## config.mk

```make
export PLATFORM = sky130hd
export DESIGN_NAME = lsx_unit
export DESIGN_NICKNAME = d
export VERILOG_FILES = /design/src/rtl/lsx_pkg.sv /design/src/rtl/lsx_addr_gen.sv /design/src/rtl/lsx_store_steer.sv /design/src/rtl/lsx_load_extract.sv /design/src/rtl/lsx_unit.sv
export SDC_FILE = /design/constraint.sdc
export NUM_CORES = 1
export LEC_CHECK = 0
export BUFFER_PORTS_ARGS = -buffer_cell sky130_fd_sc_hd__buf_4
export CAP_MARGIN = 25
export CORE_MARGIN = 2
export CORE_UTILIZATION = 42
export DETAILED_ROUTE_END_ITERATION = 8
export PLACE_DENSITY_LB_ADDON = 0.1
export SYNTH_ARGS = -nofsm -noshare
export SYNTH_HDL_FRONTEND = slang
export SYNTH_SLANG_ARGS = --single-unit
```

## constraint.sdc

```tcl
create_clock -name clk -period 2.5 [get_ports clk]
set_clock_uncertainty 0.2 [all_clocks]
set_input_delay 0.25 -clock clk [delete_from_list [all_inputs] [get_ports clk]]
set_output_delay 0.25 -clock clk [all_outputs]
set_load 0.05 [all_outputs]
```

## src/rtl/lsx_pkg.sv

```systemverilog
package lsx_pkg;

    localparam int DATA_W  = 32;
    localparam int LANES   = DATA_W / 8;
    localparam int OFF_W   = $clog2(LANES);
    localparam int WADDR_W = DATA_W - OFF_W;

    typedef enum logic [1:0] {
        SZ_BYTE = 2'b00,
        SZ_HALF = 2'b01,
        SZ_WORD = 2'b10
    } acc_size_e;

    typedef struct packed {
        logic [OFF_W-1:0] off;
        acc_size_e        sz;
        logic             zext;
    } ld_meta_t;

    // Code 11 is folded onto the word width.
    function automatic acc_size_e decode_size(input logic [1:0] code);
        case (code)
            2'b00:   decode_size = SZ_BYTE;
            2'b01:   decode_size = SZ_HALF;
            default: decode_size = SZ_WORD;
        endcase
    endfunction

    function automatic logic is_misaligned(input acc_size_e sz, input logic [OFF_W-1:0] off);
        case (sz)
            SZ_HALF: is_misaligned = off[0];
            SZ_WORD: is_misaligned = |off;
            default: is_misaligned = 1'b0;
        endcase
    endfunction

    // Big-endian lane mask: bit LANES-1 is the most significant byte.
    function automatic logic [LANES-1:0] lane_mask(input acc_size_e sz, input logic [OFF_W-1:0] off);
        logic [LANES-1:0] m;
        m = '0;
        for (int i = 0; i < LANES; i++) begin
            case (sz)
                SZ_BYTE: m[LANES-1-i] = (i == int'(off));
                SZ_HALF: m[LANES-1-i] = ((i >> 1) == (int'(off) >> 1));
                default: m[LANES-1-i] = 1'b1;
            endcase
        end
        return m;
    endfunction

endpackage

```

## src/rtl/lsx_addr_gen.sv

```systemverilog
module lsx_addr_gen
    import lsx_pkg::*;
#(
    parameter int DISP_W = 16
) (
    input  logic [DATA_W-1:0] base,
    input  logic [DISP_W-1:0] disp,
    input  acc_size_e         sz,
    output logic [DATA_W-1:0] ea,
    output logic              bad_align
);
    localparam int EXT_W = DATA_W - DISP_W;

    logic [DATA_W-1:0] disp_sx;

    always_comb begin
        disp_sx   = {{EXT_W{disp[DISP_W-1]}}, disp};
        ea        = base + disp_sx;
        bad_align = is_misaligned(sz, ea[OFF_W-1:0]);
    end
endmodule

```

## src/rtl/lsx_store_steer.sv

```systemverilog
module lsx_store_steer
    import lsx_pkg::*;
(
    input  acc_size_e         sz,
    input  logic [OFF_W-1:0]  off,
    input  logic [DATA_W-1:0] src,
    output logic [LANES-1:0]  be,
    output logic [DATA_W-1:0] wdata
);
    localparam int HALF_W = DATA_W / 2;

    always_comb begin
        be = lane_mask(sz, off);
        case (sz)
            SZ_BYTE: wdata = {LANES{src[7:0]}};
            SZ_HALF: wdata = {2{src[HALF_W-1:0]}};
            default: wdata = src;
        endcase
    end
endmodule

```

## src/rtl/lsx_load_extract.sv

```systemverilog
module lsx_load_extract
    import lsx_pkg::*;
(
    input  ld_meta_t          meta,
    input  logic [DATA_W-1:0] word,
    output logic [DATA_W-1:0] result
);
    localparam int HALF_W = DATA_W / 2;

    logic [7:0]        byte_lanes [LANES];
    logic [HALF_W-1:0] half_lanes [2];

    genvar g;
    generate
        for (g = 0; g < LANES; g++) begin : g_byte
            assign byte_lanes[g] = word[DATA_W-1-8*g -: 8];
        end
        for (g = 0; g < 2; g++) begin : g_half
            assign half_lanes[g] = word[DATA_W-1-HALF_W*g -: HALF_W];
        end
    endgenerate

    logic [7:0]        sel_b;
    logic [HALF_W-1:0] sel_h;

    always_comb begin
        sel_b = byte_lanes[meta.off];
        sel_h = half_lanes[meta.off[OFF_W-1]];
        case (meta.sz)
            SZ_BYTE: result = {{(DATA_W-8){sel_b[7] & ~meta.zext}}, sel_b};
            SZ_HALF: result = {{(DATA_W-HALF_W){sel_h[HALF_W-1] & ~meta.zext}}, sel_h};
            default: result = word;
        endcase
    end
endmodule

```

## src/rtl/lsx_unit.sv

```systemverilog
module lsx_unit
    import lsx_pkg::*;
#(
    parameter int DISP_W = 16
) (
    input  logic               clk,
    input  logic               rst,
    input  logic               req_valid,
    input  logic               req_is_store,
    input  logic [1:0]         req_size,
    input  logic               req_unsigned,
    input  logic [DATA_W-1:0]  base,
    input  logic [DISP_W-1:0]  disp,
    input  logic [DATA_W-1:0]  store_data,
    output logic               mem_valid,
    output logic               mem_we,
    output logic [WADDR_W-1:0] mem_addr,
    output logic [LANES-1:0]   mem_be,
    output logic [DATA_W-1:0]  mem_wdata,
    input  logic [DATA_W-1:0]  mem_rdata,
    output logic               misalign,
    output logic               load_valid,
    output logic [DATA_W-1:0]  load_data
);
    acc_size_e         sz;
    logic [DATA_W-1:0] ea;
    logic              bad_align;
    logic [LANES-1:0]  steer_be;
    logic              issue_load;

    ld_meta_t          meta_q;
    logic [DATA_W-1:0] word_q;

    assign sz = decode_size(req_size);

    lsx_addr_gen #(.DISP_W(DISP_W)) u_addr (
        .base      (base),
        .disp      (disp),
        .sz        (sz),
        .ea        (ea),
        .bad_align (bad_align)
    );

    lsx_store_steer u_steer (
        .sz    (sz),
        .off   (ea[OFF_W-1:0]),
        .src   (store_data),
        .be    (steer_be),
        .wdata (mem_wdata)
    );

    always_comb begin
        misalign   = req_valid & bad_align;
        mem_valid  = req_valid & ~bad_align;
        mem_we     = mem_valid & req_is_store;
        issue_load = mem_valid & ~req_is_store;
        mem_addr   = ea[DATA_W-1:OFF_W];
        mem_be     = mem_valid ? steer_be : '0;
    end

    always_ff @(posedge clk) begin
        if (rst) begin
            load_valid <= 1'b0;
            meta_q     <= '0;
            word_q     <= '0;
        end else begin
            load_valid <= issue_load;
            if (issue_load) begin
                meta_q <= '{off: ea[OFF_W-1:0], sz: sz, zext: req_unsigned};
                word_q <= mem_rdata;
            end
        end
    end

    lsx_load_extract u_extract (
        .meta   (meta_q),
        .word   (word_q),
        .result (load_data)
    );
endmodule

```

Yosys cells after proc, flatten, opt, wreduce, memory -nomap -nowiden
Index checks and enable logic that the tools add are counted.
Word-level totals
  bits in registers: 38
  latch bits: 0
  memory bits (writable): 0
  ROM bits: 0
  input port bits: 119
  output and inout bits: 102
  word-level logic and storage cells: 47
  memories kept: 0
Operators by class
  add/sub/neg operators: 1
  $mul: 0
  divide/modulo/power cells: 0
  $lt $le $gt $ge: 2
  eq/ne operators: 7
  shift operators: 0
  multiplexer cells: 15
  bitwise operators: 11
  reductions and logical operators: 6
Operators by type and width (number)
  $pmux 32 s2: 2
  $mux 16: 3
  $add 32x32->32: 1
  $logic_not 32->1: 1
  $bmux 8 s2: 1
  $mux 8: 2
  $pmux 1 s2: 5
  $logic_not 2->1: 4
  $and 1x1->1: 6
  $eq 2x1->1 const B: 3
  $eq 2x2->1 const A: 2
  $mux 4: 1
  $pmux 2 s2: 1
  $ge 3x3->1 const B: 1
  $not 1->1: 3
  $not 2->3: 1
  $eq 1x2->1 const A: 1
  $eq 2x2->1 const B: 1
  $ge 2x2->1 const B: 1
  $not 1->2: 1
  $reduce_or 2->1: 1

Longest topological paths before layout
Gate-level depths: netlist (run 1).
  word-level depth: 7
  depth in mapped cells: 12
  depth with buffers taken out: 11

Cells and area by module
From an unflattened synthesis (run 1), not the netlist that was laid out.
Second synthesis, totals
  cells, all modules: 603
  area total of the unflattened synthesis: 4948.5 µm²
By module, submodules not included
  lsx_addr_gen: times used 1, cells an instance 266, area each 1839.3 µm², sequential area each 0.0 µm²
  lsx_unit: times used 1, cells an instance 172, area each 1759.2 µm², sequential area each 760.7 µm²
  lsx_load_extract: times used 1, cells an instance 105, area each 818.3 µm², sequential area each 0.0 µm²
  lsx_store_steer: times used 1, cells an instance 60, area each 531.8 µm², sequential area each 0.0 µm²

Least setup slack after synthesis (run 1)
OpenSTA, ideal clock, no wires.
  path kind: in2out
  start: in base[6]
  end: out mem_addr[29]
  data arrival time: 2.399 ns
  required time: 2.050 ns
  slack: -0.349 ns
  cell stages on the path: 10
  buffers on the path: 1
  path through: ha_1 -> a21oi_2 -> or3_1 -> or3b_1 -> a21oi_1 -> o41a_1 -> a21bo_1 -> a41oi_2 -> xnor2_1 -> buf_4
Between the ends
  longest elaborated chain between the ends: 1
Ends and longest elaborated chain
  from (decl): line lsx_unit.sv:12  | input logic [DATA_W-1:0] base,
  $add 32x32->32: line lsx_addr_gen.sv:18  | ea = base + disp_sx;
  to (decl): line lsx_unit.sv:17  | output logic [WADDR_W-1:0] mem_addr,
Every way passes these cells.

Final worst setup path (run 1)
  start: in disp[0]
  end: out mem_addr[24]
Between the ends
  longest elaborated chain between the ends: 1
Ends and longest elaborated chain
  from (decl): line lsx_unit.sv:13  | input logic [DISP_W-1:0] disp,
  $add 32x32->32: line lsx_addr_gen.sv:18
Every way passes these cells.

==> impl_metrics.env, run 1 <==
export IMPL_outcome="complete, but fails checks"
export IMPL_violations="setup timing"
export IMPL_ant_nets=0
export IMPL_route_vias_total=5153
export IMPL_ys_seq_area_share_pct=18.09
export IMPL_worst_ir_drop_vdd_uv=353.2
export IMPL_yosysTopAreaCellShare_pct=18.09
export IMPL_first_iter_violations=213
export IMPL_clock_fmax_ghz=0.3425
export IMPL_yosys_warnings=0
export IMPL_cap_violations=0
export IMPL_synth_ff_type="dfxtp_1"
export IMPL_area_growth_pct=66.86
export IMPL_globalplace_congestion=0.9193
export IMPL_cp_end_kind="primary output"
export IMPL_initial_core_util_pct=43.22
export IMPL_final_design_area_no_fill_sq_um=7017
export IMPL_p_int_mw=1.774
export IMPL_grt_overflow=0
export IMPL_whs_ps=6.774
export IMPL_die_w_um=104.1
export IMPL_synthArstFlopShare_pct=0
export IMPL_path_class="input port to primary output"
export IMPL_hpwl_mm=10.96
export IMPL_wirelength_mm=14.60
export IMPL_rows=36
export IMPL_synthTopCellsByCount="144 x nand2_1, 70 x a21oi_1, 38 x buf_4, 38 x dfxtp_1, 37 x o21ai_0"
export IMPL_slew_headroom_pct=60.65
export IMPL_htree_levels=2
export IMPL_tightest_slew_ps=588.1
export IMPL_ys_seq_elements=38
export IMPL_p_seq_share_pct=19.4
export IMPL_power_density_nw_per_um2=484.6
export IMPL_yosys_top_cells_area="dfxtp_1 18%, nand2_1 13%, ha_1 9.2%"
export IMPL_yosysTopAreaCell="dfxtp_1"
export IMPL_num_antenna_cells=0
export IMPL_grt_pass1_vias=4924
export IMPL_clock_latency_ps=280
export IMPL_root_buffer="clkbuf_8"
export IMPL_min_period_ps=2920
export IMPL_swShare_pct=47.84
export IMPL_p_sw_mw=1.626
export IMPL_wl_per_cell_um=14.86
export IMPL_antenna_found_initial=0
export IMPL_portBuffers=220
export IMPL_vias_per_cell=5.247
export IMPL_placed_area_sq_um=6386
export IMPL_rsz0062_at_grt="yes"
export IMPL_boundaryPins=221
export IMPL_dieArea_sq_um=10830
export IMPL_cp_data_required_time_ps=2050
export IMPL_avgSynthCellArea_sq_um=7.080
export IMPL_syn_inst=594
export IMPL_finalSetupViolCount=20
export IMPL_core_area_sq_um=9729
export IMPL_final_layout_size_suffix_gt1_share_pct=48.06
export IMPL_utilization_pct=72.12
export IMPL_clk_pin_slew_worst_paths_ps=70
export IMPL_final_nets=999
export IMPL_min_path_type="input port to flip-flop"
export IMPL_worstRegToRegCells=3
export IMPL_drt_first_pass_iters=4
export IMPL_clkPwrFrac_pct=12.8
export IMPL_final_hold_violation_count=0
export IMPL_synth_edff_count=0
export IMPL_ctsLongestPathBuffers=2
export IMPL_cts_inserted_buffers=5
export IMPL_die_y_um=104.1
export IMPL_critPathMaxStageDelay_ps=320
export IMPL_post_route_period_util_pct=116.8
export IMPL_drc=0
export IMPL_ys_types=54
export IMPL_finalWorstSetupSlack_ps=-420.0
export IMPL_syn_num_nets=745
export IMPL_crit_fanout=4
export IMPL_cts_sinks=38
export IMPL_synth_most_common_cell="nand2_1"
export IMPL_setup_tns_ps=-4982
export IMPL_crit_path_cell_trace="buf_8 > ha_4 > inv_2 > fa_2 > nor2b_2 > o31a_1 > o21ai_2 > a31oi_4 > o21a_4 > a221o_1 > a21oi_2 > xnor2_1 > buf_4"
export IMPL_power_total_mw=3.400
export IMPL_grt_max_degree=39
export IMPL_cts_tree="yes"
export IMPL_grt_usage_pct=24.20
export IMPL_maxSlewViolCount=0
export IMPL_cp_start_kind="input port"
export IMPL_worst_path_max_delay_cell="a221o_1"
export IMPL_combPwrFrac_pct=67.8
export IMPL_p_leak_nw=3.318
export IMPL_grt_pass1_wl_mm=22.40
export IMPL_syn_area_sq_um=4205
export IMPL_crit_arrival_ps=2470
export IMPL_min_path_cells=3
## cells by family (layout without fill, tap and decap cells)
logic type	Yosys count	in the layout	synth area share, %
muxes	34	34	9.104
adders and majority gates	32	32	9.699
buffers and inverters	81	336	10.62
AOI/OAI and AO/OA	168	168	24.99
xor gates and xnor gates	32	32	6.665
and+or+nand+nor	209	209	20.83
DFF	38	38	18.09
## what timing repair did
item,4_1_cts,5_1_grt
endpoints found under the hold margin,3,0
gates resized for setup,24,67
pin swaps,18,26
setup buffers,7,10
hold buffers,3,0
setup endpoints to repair,27,44
## sequential cells by signal, indices dropped and copies added, names as in the netlist
name / cells
word_q: 32
meta_q: 5
load_valid: 1
## per-stage QoR
stage,std cells,worst slack (ps)
floorplan,594,-215.9
global placement,958,-519.9
detailed placement,958,-567.4
CTS,975,-380.8
finish,982,-420.0
global route,982,-524.6
## critical path, delay by kind of cell
family	cells	cell delay, ps
AO/OA/AOI/OAI	6	1330
buffers and inverters	3	360
adder cells (fa/ha/maj)	2	350
XOR/XNOR	1	130
AND/OR/NAND/NOR	1	50
## power by group through the flow
| stage | Clock (mW) | Sequential (mW) | Combinational [mW] |
|---|---|---|---|
| 2_1_floorplan | 0 | 0.663 | 1.50 |
| 3_3_place_gp | 0 | 0.671 | 2.08 |
| 3_5_place_dp | 0 | 0.672 | 2.09 |
| 4_1_cts | 0.444 | 0.658 | 2.15 |
| 5_1_grt | 0.472 | 0.663 | 2.43 |
| 6_report | 0.435 | 0.659 | 2.31 |
## worst paths after layout
path                start            to  slack [ps]
max               disp[0]  mem_addr[24]        -420
max reg2reg     meta_q[2]     meta_q[2]        1180
min          mem_rdata[3]     word_q[3]           7
min reg2reg     word_q[3]     word_q[3]         270
## layer usage
layer	track usage, %	routed length [um]	up-vias
li1	-	-	2558
met1	28.95	5884	2376
met2	44.50	7513	182
met3	2.757	762	37
met4	8.398	435	0
met5	0	0	-
## layout by cell type, fill, tap and decap left out, types with 10 or more instances in the layout
cell type	count
nor2_1	26
xnor2_1	12
a21oi_1	57
dfxtp_1	36
a21oi_2	11
nand3_1	10
buf_6	29
xor2_1	12
ha_1	22
nand2_1	143
buf_4	283
mux2_2	24
o21ai_1	10
o21ai_0	21
## cell type report
class | count | area [sq um]
Tap cell | 133 | 166.4
Sequential cell | 38 | 763.2
Timing Repair Buffer | 318 | 2536
Inverter | 10 | 37.54
Clock inverter | 2 | 12.51
Multi-Input combinational cell | 475 | 3418
Fill cell | 840 | 2713
Clock buffer | 6 | 82.58
No activity file was read; power rests on OpenSTA's default activity.
==> run 2, diff against run 1 <==
--- a/config.mk
+++ b/config.mk
@@ -9,7 +9,9 @@
 export CAP_MARGIN = 25
 export CORE_MARGIN = 2
 export CORE_UTILIZATION = 42
+export CTS_CLUSTER_SIZE = 28
 export DETAILED_ROUTE_END_ITERATION = 8
+export HOLD_SLACK_MARGIN = 0.05
 export PLACE_DENSITY_LB_ADDON = 0.1
 export SYNTH_ARGS = -nofsm -noshare
 export SYNTH_HDL_FRONTEND = slang
==> constraint.sdc (replaced) <==
create_clock -name clk -period 2.5 [get_ports clk]
set_clock_uncertainty 0.2 [all_clocks]
set_input_delay 0.375 -clock clk [delete_from_list [all_inputs] [get_ports clk]]
set_output_delay 0.375 -clock clk [all_outputs]
set_load 0.05 [all_outputs]
==> impl_metrics.env, run 2 (synthesized netlist as in run 1, its figures left out) <==
export IMPL_holdBufCountCts=0
export IMPL_core_area_sq_um=9729
export IMPL_tightest_slew_ps=605.3
export IMPL_layout_common_cells="273 x buf_4, 123 x nand2_1, 58 x a21oi_1, 41 x buf_6, 36 x dfxtp_1"
export IMPL_drt_first_pass_iters=5
export IMPL_min_period_ps=3185
export IMPL_path_class="input port to primary output"
export IMPL_area_growth_pct=82.51
export IMPL_grt_max_degree=39
export IMPL_crit_buf_inv=3
export IMPL_die_y_um=104.1
export IMPL_root_buffer="clkbuf_8"
export IMPL_fill_cells=671
export IMPL_clk_pin_slew_worst_paths_ps=70
export IMPL_crit_path_cell_trace="buf_8 > ha_4 > a21oi_2 > nand4b_1 > a21boi_2 > buf_4 > a21oi_4 > o41a_1 > a21bo_1 > a41oi_2 > xnor2_1 > buf_4"
export IMPL_largest_register_ffs=32
export IMPL_ctsLongestPathBuffers=2
export IMPL_finalWorstSetupSlack_ps=-684.9
export IMPL_power_density_nw_per_um2=470.7
export IMPL_critical_path_startpoint="disp[1]"
export IMPL_maxSlewViolCount=0
export IMPL_grt_pass1_wl_mm=24.87
export IMPL_layout_commonest_cell="buf_4"
export IMPL_worstReg2RegStart="meta_q[2]"
export IMPL_vias_per_cell=5.379
export IMPL_critPathTopFamily="compound AO/OA/AOI/OAI gates"
export IMPL_route_vias_total=5401
export IMPL_crit_top_cell="buf_4"
export IMPL_rows=36
export IMPL_grt_pass1_vias=5281
export IMPL_reg2reg_slack_ps=1340
export IMPL_critPathMaxStageDelay_ps=350
export IMPL_violations="setup timing"
export IMPL_dieArea_sq_um=10830
export IMPL_slew_headroom_pct=59.50
export IMPL_outcome="complete, but fails checks"
export IMPL_final_hold_violation_count=0
export IMPL_hpwl_mm=11.64
export IMPL_min_path_type="input port to flip-flop"
export IMPL_cp_end_kind="primary output"
export IMPL_post_route_period_util_pct=127.4
export IMPL_globalplace_congestion=0.9495
export IMPL_p_leak_nw=3.522
export IMPL_crit_arrival_ps=2610
export IMPL_top_regs="word_q (32), meta_q (5), load_valid (1)"
export IMPL_antenna_found_initial=0
export IMPL_setup_tns_ps=-11170
export IMPL_instances_no_fill=1004
export IMPL_crit_fanout=3
export IMPL_num_antenna_cells=0
export IMPL_final_layout_size_suffix_gt1_share_pct=54.88
export IMPL_final_nets=1021
export IMPL_clock_fmax_ghz=0.3140
export IMPL_rsz0062_at_grt="yes"
export IMPL_boundaryPins=221
export IMPL_clock_latency_ps=280
export IMPL_hp_start="mem_rdata[29]"
export IMPL_first_iter_violations=273
export IMPL_regMostFlops="word_q"
export IMPL_place_inst=973
export IMPL_drc=0
export IMPL_worst_ir_drop_vdd_uv=326.5
export IMPL_portBuffers=220
export IMPL_cp_data_required_time_ps=1920
export IMPL_wirelength_mm=16.13
export IMPL_cts_inserted_buffers=5
export IMPL_initial_core_util_pct=43.22
export IMPL_cts_tree="yes"
export IMPL_worst_path_max_delay_cell="o41a_1"
export IMPL_finalSetupViolCount=40
export IMPL_die_w_um=104.1
export IMPL_htree_levels=2
export IMPL_cp_start_kind="input port"
export IMPL_cap_violations=0
export IMPL_grt_overflow=0
export IMPL_cts_sinks=38
export IMPL_wl_per_cell_um=16.06
export IMPL_ant_nets=0
export IMPL_grt_usage_pct=27.29
==> run 2: power breakdown <==
part	internal, mW	total [mW]	leakage [nW]	switching (mW)
Clock	0.222	0.427	0.0482	0.205
Combinational	1.06	2.52	3.16	1.47
Sequential	0.632	0.661	0.310	0.0287
==> run 2: path summary, 6_finish.rpt <==
check	endpoint	cells after the start
min	word_q[29]	3
max reg2reg	meta_q[2]	3
min reg2reg	word_q[3]	2
max	mem_addr[29]	12
==> run 2: area by class of cell <==
cell class	instances	area [sq um]	area share, %
clock buffer	7	86.33	1.125
timing repair buffer	339	2907	37.87
clock inverter	1	5.005	0.06521
inverter	10	40.04	0.5217
tap	133	166.4	2.168
sequential	38	763.2	9.945
multi-input combinational	476	3707	48.30
==> run 2: what timing repair did <==
item                       in CTS  in global routing
resized for setup             106                 92
buffers inserted               23                  8
setup endpoints to repair      53                 63
hold endpoints to repair        0                  0
gates cloned                    1                  0
pin swaps                      56                 34
==> run 2: worst register-to-register path, delay by kind of cell (launching register included) <==
kind            cells  cell delay (ps)
buf+inv             1              220
flops               1              450
simple gates        1               70
compound gates      1              150
==> run 2: per-stage QoR <==
stage / instance area [sq um] / worst slack, ps / util [%] / power, mW / hold slack [ps]
after floorplan: 4404 / -465.1 / - / 2.183 / 236.6
after global placement: 6564 / -749.0 / 67.46 / 2.793 / 248.6
after detailed placement: 6564 / -814.5 / 67.46 / 2.823 / 255.8
after CTS: 7288 / -676.6 / 74.91 / 3.443 / 124.4
after global routing: 7675 / -811.6 / 78.88 / 3.774 / 119.8
final: 7675 / -684.9 / 78.88 / 3.612 / 129.4
==> run 2: per-layer routing <==
layer | part of all wire [%] | global-route usage [%] | up-vias
met5 | 0 | 0 | -
met4 | 2.8 | 8.108 | 0
met3 | 7.7 | 6.955 | 46
met2 | 51 | 49.34 | 235
met1 | 38 | 31.57 | 2513
li1 | - | - | 2607
